File: src/rtl/arb_pkg.sv
package arb_pkg;
    typedef enum logic [1:0] {
        OWN_NONE  = 2'd0,
        OWN_LEFT  = 2'd1,
        OWN_RIGHT = 2'd2
    } owner_e;

    typedef struct packed {
        owner_e owner;
    } arb_state_t;
endpackage

File: src/rtl/port_track.sv
module port_track #(
    parameter int ADDR_W = 14
) (
    input  logic              clk,
    input  logic              rst_n,
    input  logic              en,
    input  logic              vld,
    input  logic [ADDR_W-1:0] addr,
    output logic              req,
    output logic              held
);
    typedef struct packed {
        logic              req;
        logic [ADDR_W-1:0] addr;
    } trk_t;

    trk_t trk_d, trk_q;

    always_comb begin
        req      = en & vld;
        held     = req & trk_q.req & (trk_q.addr == addr);
        trk_d    = trk_q;
        trk_d.req  = req;
        trk_d.addr = addr;
    end

    always_ff @(posedge clk) begin
        if (!rst_n) trk_q <= '0;
        else        trk_q <= trk_d;
    end
endmodule

File: src/rtl/write_gate.sv
module write_gate (
    input  logic act,
    input  logic req,
    input  logic wr,
    input  logic busy,
    output logic wr_ok
);
    always_comb wr_ok = act & req & wr & ~busy;
endmodule

File: src/rtl/contention_arbiter.sv
module contention_arbiter
    import arb_pkg::*;
#(
    parameter int ADDR_W = 14
) (
    input  logic              clk,
    input  logic              rst_n,
    input  logic              master_mode,
    input  logic              l_en,
    input  logic              l_wr,
    input  logic              l_vld,
    input  logic [ADDR_W-1:0] l_addr,
    input  logic              r_en,
    input  logic              r_wr,
    input  logic              r_vld,
    input  logic [ADDR_W-1:0] r_addr,
    input  logic              l_busy_in,
    input  logic              r_busy_in,
    output logic              l_busy,
    output logic              r_busy,
    output logic              l_wr_ok,
    output logic              r_wr_ok
);
    localparam int NPORT = 2;

    logic [NPORT-1:0] en_v, vld_v, wr_v, bin_v, req_v, held_v, busy_v, beff_v, wrok_v;
    logic [ADDR_W-1:0] addr_v [NPORT];
    logic match;

    arb_state_t st_d, st_q;

    assign en_v  = {r_en, l_en};
    assign vld_v = {r_vld, l_vld};
    assign wr_v  = {r_wr, l_wr};
    assign bin_v = {r_busy_in, l_busy_in};
    assign addr_v[0] = l_addr;
    assign addr_v[1] = r_addr;

    for (genvar p = 0; p < NPORT; p++) begin : g_port
        port_track #(.ADDR_W(ADDR_W)) u_trk (
            .clk   (clk),
            .rst_n (rst_n),
            .en    (en_v[p]),
            .vld   (vld_v[p]),
            .addr  (addr_v[p]),
            .req   (req_v[p]),
            .held  (held_v[p])
        );

        assign beff_v[p] = master_mode ? busy_v[p] : bin_v[p];

        write_gate u_gate (
            .act   (rst_n),
            .req   (req_v[p]),
            .wr    (wr_v[p]),
            .busy  (beff_v[p]),
            .wr_ok (wrok_v[p])
        );
    end

    always_comb begin
        match = req_v[0] & req_v[1] & (addr_v[0] == addr_v[1]);
        st_d  = st_q;
        if (!match) begin
            st_d.owner = OWN_NONE;
        end else if (st_q.owner == OWN_NONE) begin
            // earlier arrival wins; a same-cycle arrival goes to the left port
            if (held_v[1] && !held_v[0]) st_d.owner = OWN_RIGHT;
            else                         st_d.owner = OWN_LEFT;
        end
        busy_v[0] = rst_n & master_mode & (st_d.owner == OWN_RIGHT);
        busy_v[1] = rst_n & master_mode & (st_d.owner == OWN_LEFT);
    end

    always_ff @(posedge clk) begin
        if (!rst_n) st_q <= '{owner: OWN_NONE};
        else        st_q <= st_d;
    end

    assign l_busy  = busy_v[0];
    assign r_busy  = busy_v[1];
    assign l_wr_ok = wrok_v[0];
    assign r_wr_ok = wrok_v[1];
endmodule

File: config.mk
export PLATFORM = sky130hd
export DESIGN_NAME = contention_arbiter
export DESIGN_NICKNAME = d
export VERILOG_FILES = /design/src/rtl/arb_pkg.sv /design/src/rtl/port_track.sv /design/src/rtl/write_gate.sv /design/src/rtl/contention_arbiter.sv
export SDC_FILE = /design/constraint.sdc
export NUM_CORES = 1
export LEC_CHECK = 0
export ABC_AREA = 1
export CORE_MARGIN = 2
export CORE_UTILIZATION = 41
export CTS_CLUSTER_DIAMETER = 60
export DETAILED_ROUTE_END_ITERATION = 8
export GPL_TIMING_DRIVEN = 0
export PLACE_DENSITY = 0.67
export SLEW_MARGIN = 20
export SYNTH_ARGS = -nofsm -noshare
export SYNTH_HDL_FRONTEND = slang
export SYNTH_SLANG_ARGS = --single-unit
File: constraint.sdc
create_clock -name clk -period 1.7 [get_ports clk]
set_clock_uncertainty 0.1 [all_clocks]
set_input_delay 0.34 -clock clk [delete_from_list [all_inputs] [get_ports clk]]
set_output_delay 0.34 -clock clk [all_outputs]
set_load 0.005 [all_outputs]
# After elaboration in Yosys (flattened, before gate mapping)
# Index checks and enable logic that the tools add are counted.
classes:
  n_eq_ne: 5
  muxes: 5
  n_bitwise: 19
  n_reduce_logical: 3
ops:
  columns: ["cell", "count"]
  rows:
  - ["$eq A14 B14 Y1", 3]
  - ["$and A1 B1 Y1", 17]
  - ["$mux W2", 3]
  - ["$eq A2 B1 Y1 const B", 1]
  - ["$eq A2 B2 Y1 const B", 1]
  - ["$logic_not A2 Y1", 1]
  - ["$mux W1", 2]
  - ["$not A1 Y1", 2]
  - ["$logic_and A1 B1 Y1", 1]
  - ["$logic_not A1 Y1", 1]
word_totals:
  regBits: 32
  input_bits: 39
  elab_cells: 37

# Logic depth before layout (Yosys ltp)
logic_depth:
  word_depth: 13
  depth_mapped: 12
  ltp_nobuf: 12

# Modules after synthesis
# Synthesis repeated with hierarchy kept, for this count alone.
hier_totals:
  hier_cells: 385
  area_unflattened_um2: 2067.0
by_module_without_submodules:
  columns: ["mod", "instances", "cells_per_inst", "area_each_um2", "seq_area_each_um2"]
  rows:
  - ["port_track", 2, 125, 743.2, 300.3]
  - ["contention_arbiter", 1, 127, 545.5, 40.0]
  - ["write_gate", 2, 4, 17.5, 0.0]

# Worst setup path after synthesis
# OpenSTA, ideal clock, no wires.
synth_timing:
  kind: "input-to-output"
  startpoint: "in r_addr[13]"
  endpoint: "out l_wr_ok"
  arrival_time_ps: 1157
  path_slack_ps: 103
  stages: 10
  path_buffers: 0
  cell_sequence: "xnor2_1 -> nand2_1 -> nor2_1 -> nand2_1 -> nor2_1 -> nand2_1 -> nand2_1 -> nand2_2 -> nor2_2 -> nor2_2"
synth_between:
  elab_chain_cells: 11
synth_rtl:
  columns: ["element", "line_no", "rtl"]
  rows:
  - ["start: declaration", "contention_arbiter.sv:16", "input logic [ADDR_W-1:0] r_addr,"]
  - ["$eq A14 B14 Y1", "port_track.sv:21", "held = req & trk_q.req & (trk_q.addr == addr);"]
  - ["$and A1 B1 Y1", "port_track.sv:21", null]
  - ["$logic_and A1 B1 Y1", "contention_arbiter.sv:68", "if (held_v[1] && !held_v[0]) st_d.owner = OWN_RIGHT;"]
  - ["$mux W2", "contention_arbiter.sv:68", null]
  - ["$mux W2", "contention_arbiter.sv:66", "end else if (st_q.owner == OWN_NONE) begin"]
  - ["$mux W2 (*)", "contention_arbiter.sv:64", "if (!match) begin"]
  - ["$eq A2 B2 Y1 (*)", "contention_arbiter.sv:71", "busy_v[0] = rst_n & master_mode & (st_d.owner == OWN_RIGHT);"]
  - ["$and A1 B1 Y1 (*)", "contention_arbiter.sv:71", null]
  - ["via l_busy", "contention_arbiter.sv:19", "output logic l_busy,"]
  - ["$mux W1 (*)", "contention_arbiter.sv:50", "assign beff_v[p] = master_mode ? busy_v[p] : bin_v[p];"]
  - ["$not A1 Y1 (*)", "write_gate.sv:8", "always_comb wr_ok = act & req & wr & ~busy;"]
  - ["$and A1 B1 Y1 (*)", "write_gate.sv:8", null]
  - ["end: declaration", "contention_arbiter.sv:21", "output logic l_wr_ok,"]
# The timed path passes the listed nets; every way through them passes the cells marked *.

# Final worst setup path
layout_timing:
  startpoint: "reg g_port[1].u_trk.trk_q[2] in the netlist's numbering"
  endpoint: "out l_wr_ok"
layout_between:
  elab_chain_cells: 11
layout_rtl:
  columns: ["element", "line_no", "rtl"]
  rows:
  - ["start: declaration", "port_track.sv:17", "trk_t trk_d, trk_q;"]
  - ["start signal: assignment", "port_track.sv:29", "else trk_q <= trk_d;"]
  - ["$eq A14 B14 Y1", "port_track.sv:21", null]
  - ["$and A1 B1 Y1", "port_track.sv:21", null]
  - ["$logic_and A1 B1 Y1", "contention_arbiter.sv:68", null]
  - ["$mux W2", "contention_arbiter.sv:68", null]
  - ["$mux W2", "contention_arbiter.sv:66", null]
  - ["$mux W2", "contention_arbiter.sv:64", null]
  - ["$eq A2 B2 Y1", "contention_arbiter.sv:71", null]
  - ["$and A1 B1 Y1", "contention_arbiter.sv:71", null]
  - ["$mux W1", "contention_arbiter.sv:50", null]
  - ["$not A1 Y1", "write_gate.sv:8", null]
  - ["$and A1 B1 Y1", "write_gate.sv:8", null]
# Every way passes these cells.

==> results.md <==
* Via count at 2,153
* Maximum level of the CTS H-tree at 2
* Area of the die at 5467 µm²
* Initial antenna violation count at 0
* Worst-Margin Slew at 0.2898 ns
* Final std cells w/o fill at 488
* Layout area overhead at 37.68%
* Worst skew pair latency at 0.29 ns
* Clock Tree Root: clkbuf_8
* Leak pwr at 1.589 nW
* Core Area at 4723 µm²
* Tmin final at 2.102 ns
* Post-synth ARST share at 0%
* Synthesized Nets at 396
* Total power at 0.001870 W
* Largest net degree at the start of global routing at 11
* Clk pin slew, worst setup/hold paths at 0.07 ns
* Antenna viol nets, final at 0
* PortBufs at 42
* Final setup fails at 5
* Most frequent CP cell: nand2_1
* Crit-path slowest cell: dfxtp_1
* Worst Path Arrival at 1.66 ns
* Ports at 43
* Number of global-route vias before repair at 1,819
* Largest cells by area after synthesis: dfxtp_1 (32%), nand2_1 (29%), inv_1 (13%)
* Prevailing post-synth register cell: dfxtp_1
* Logic gate share of total power at 22.8%
* RSZ-0062 raised after global routing: true
* Crit path cell chain: inv_1 > nand2_1 > nand2_1 > nand2_1 > nor2_2 > nand2_1 > nor2_1 > nand2_2 > nand2_2 > nand2_4 > nor2_4 > nor2_2 > buf_2
* Clock Path Buffers at 2
* Detailed-route wire length per cell at 10.74 µm
* CP required at 1.26 ns
* Area leader, netlist: dfxtp_1
* Slew margin rel. at 80.53%
* Pint at 0.001313 W
* Grt ovf at 0
* CTS tree: done
* First-pass GRT wire length at 8148 µm
* Switching Power at 0.0005569 W
* Worst path buffer plus inverter count at 2
* Clock Sink Count at 32
* Switching portion of total power at 29.78%
* Share of layout cells above drive strength 1 at 28.50%
* Crit path max-delay family: simple AND/OR/NAND/NOR gates
* Gate count after technology mapping at 357
* Crit path largest cell delay at 0.33 ns
* Count of cell types in the netlist at 21
* Routability cong. at 0.8973
* Final hold vios at 0
* Initial Utilization at 42.46%
* Initial drt markers at 125
* Number of synthesized flops with an enable pin at 0
* Worst Hold Class: input pin to flop
* Clock power share at 33.7%
* Top-area cell type share of the netlist area at 31.94%
* Mapped Avg Cell Area at 5.618 µm²
* ANT cells at 0
* Dpl hpwl at 3995 µm
* Cell with the most instances after synthesis: nand2_1
* Place WS at -1.114 ns
* Nets at 459
* DIE HEIGHT at 73.94 µm
* Total CTS buffers at 5
* Synthesis Warnings at 0
* FMAX at 475.7 MHz
* Status: complete, but fails checks
* DRT Pass-1 Iters at 4
* Vias/cell at 4.412
* Row count at 25
* Final Slew Violations at 0
* Sequential Power Share at 43.5%
* Register area share after synthesis at 31.94%
* Crit-path max FO at 4
* Synthesized area at 2006 µm²
* Yosys reg bits at 32
* Type of origin of the critical path: flop
* Routed wire length at 5239 µm
* Die Wd at 73.94 µm
* GRT Overall Usage at 19.92%
* Crit Path Category: flop to output port
* Final period util at 123.7%
* Final worst slack at -0.4024 ns
* Synth top cells by count: nand2_1 (154), inv_1 (72), nor2_1 (37)
* Dpl cells at 466
* # DRC at 0
* Endpoint type of the worst setup path: output port
* Worst VDD drop at 480.2 µV
* MaxCap Viol Count at 0
* Failing checks: negative setup slack
* Power density cells at 677.1 nW/µm²
[layout by cell type, fill, tap and decap left out, types with 2 or more instances in the layout]
| cell | n |
|---|---|
| nand4_1 | 4 |
| o22ai_1 | 3 |
| xnor2_2 | 10 |
| clkdlybuf4s50_1 | 6 |
| o21ai_0 | 3 |
| nand2_2 | 17 |
| nor3_2 | 2 |
| nand3_1 | 7 |
| nor3_1 | 3 |
| clkbuf_2 | 24 |
| nand2_4 | 2 |
| dlygate4sd2_1 | 5 |
| inv_2 | 8 |
| dfxtp_2 | 15 |
| clkdlybuf4s15_1 | 2 |
| clkdlybuf4s15_2 | 2 |
| nor2_2 | 7 |
| nor2_4 | 3 |
| buf_4 | 13 |
| nand2_1 | 140 |
| inv_1 | 71 |
| buf_2 | 6 |
| clkbuf_8 | 6 |
| dfxtp_1 | 16 |
| nor2_1 | 32 |
| xnor2_1 | 2 |
[cell type report]
| cell class | instances | area, µm² |
|---|---|---|
| Tap cell | 67 | 83.83 |
| Clock buffer | 7 | 86.33 |
| Inverter | 80 | 300.3 |
| Multi-Input combinational cell | 242 | 1215 |
| Fill cell | 488 | 1962 |
| Clock inverter | 1 | 7.507 |
| Timing Repair Buffer | 56 | 390.4 |
| Sequential cell | 32 | 663.1 |
| Buffer | 3 | 15.01 |
[logic make-up (layout without fill, tap and decap cells)]
logic type | after synthesis | count (layout) | synth area share [%]
AND/OR/NAND/NOR | 221 | 221 | 44.67
flip-flops | 32 | 32 | 31.94
buffers and inverters | 83 | 147 | 15.53
XOR/XNOR | 13 | 13 | 5.677
AO/OA/AOI/OAI | 8 | 8 | 2.183
[flip-flops by register name, indices dropped and copies added, names as in the netlist]
register,flops
g_port.u_trk.trk_q,30
st_q,2
[final timing paths]
kind	startpoint	to	slack, ns	cells past startpoint
max	g_port[1].u_trk.trk_q[2]	l_wr_ok	-0.40	13
min reg2reg	st_q[0]	st_q[0]	0.57	4
max reg2reg	g_port[1].u_trk.trk_q[6]	st_q[0]	-0.39	17
min	l_addr[10]	g_port[0].u_trk.trk_q[10]	0.17	3
[power by group through the flow]
stage	sequential, W	clock (W)	combinational [W]
2_1_floorplan	0.000820	0	0.000203
3_3_place_gp	0.000824	0	0.000373
3_5_place_dp	0.000825	0	0.000378
4_1_cts	0.000811	0.000636	0.000406
5_1_grt	0.000817	0.000664	0.000478
6_report	0.000813	0.000629	0.000427
[metal layers]
metal	vias up	wire, µm	GRT usage [%]	share of wire [%]
met5	-	0	0	0
met4	0	142	7.879	2.7
met3	12	243	3.930	4.6
met2	47	2421	32.14	46
met1	938	2431	26.28	46
li1	1156	-	-	-
[worst min-delay path: stages]
cell and delay, ns:
clkbuf_2 0.11, nand2_1 0.06, inv_1 0.03
[stage by stage]
step / utilization, % / area [µm²] / hold slack [ns] / setup TNS, ns
floorplan: - / 2006 / 0.3335 / 0
global placement: 53.14 / 2510 / 0.5121 / -14.15
detailed placement: 53.14 / 2510 / 0.5109 / -14.79
CTS: 57.72 / 2726 / 0.2928 / -1.951
global route: 58.46 / 2761 / 0.1888 / -2.473
finish: 58.46 / 2761 / 0.1742 / -1.916
[timing repair]
| action | CTS | global route |
|---|---|---|
| resized for setup | 81 | 82 |
| endpoints found under the setup margin | 24 | 15 |
| hold buffers | 0 | 0 |
| pin swaps | 28 | 34 |
| setup buffers | 13 | 2 |
Power figures use the tool's default switching activity.
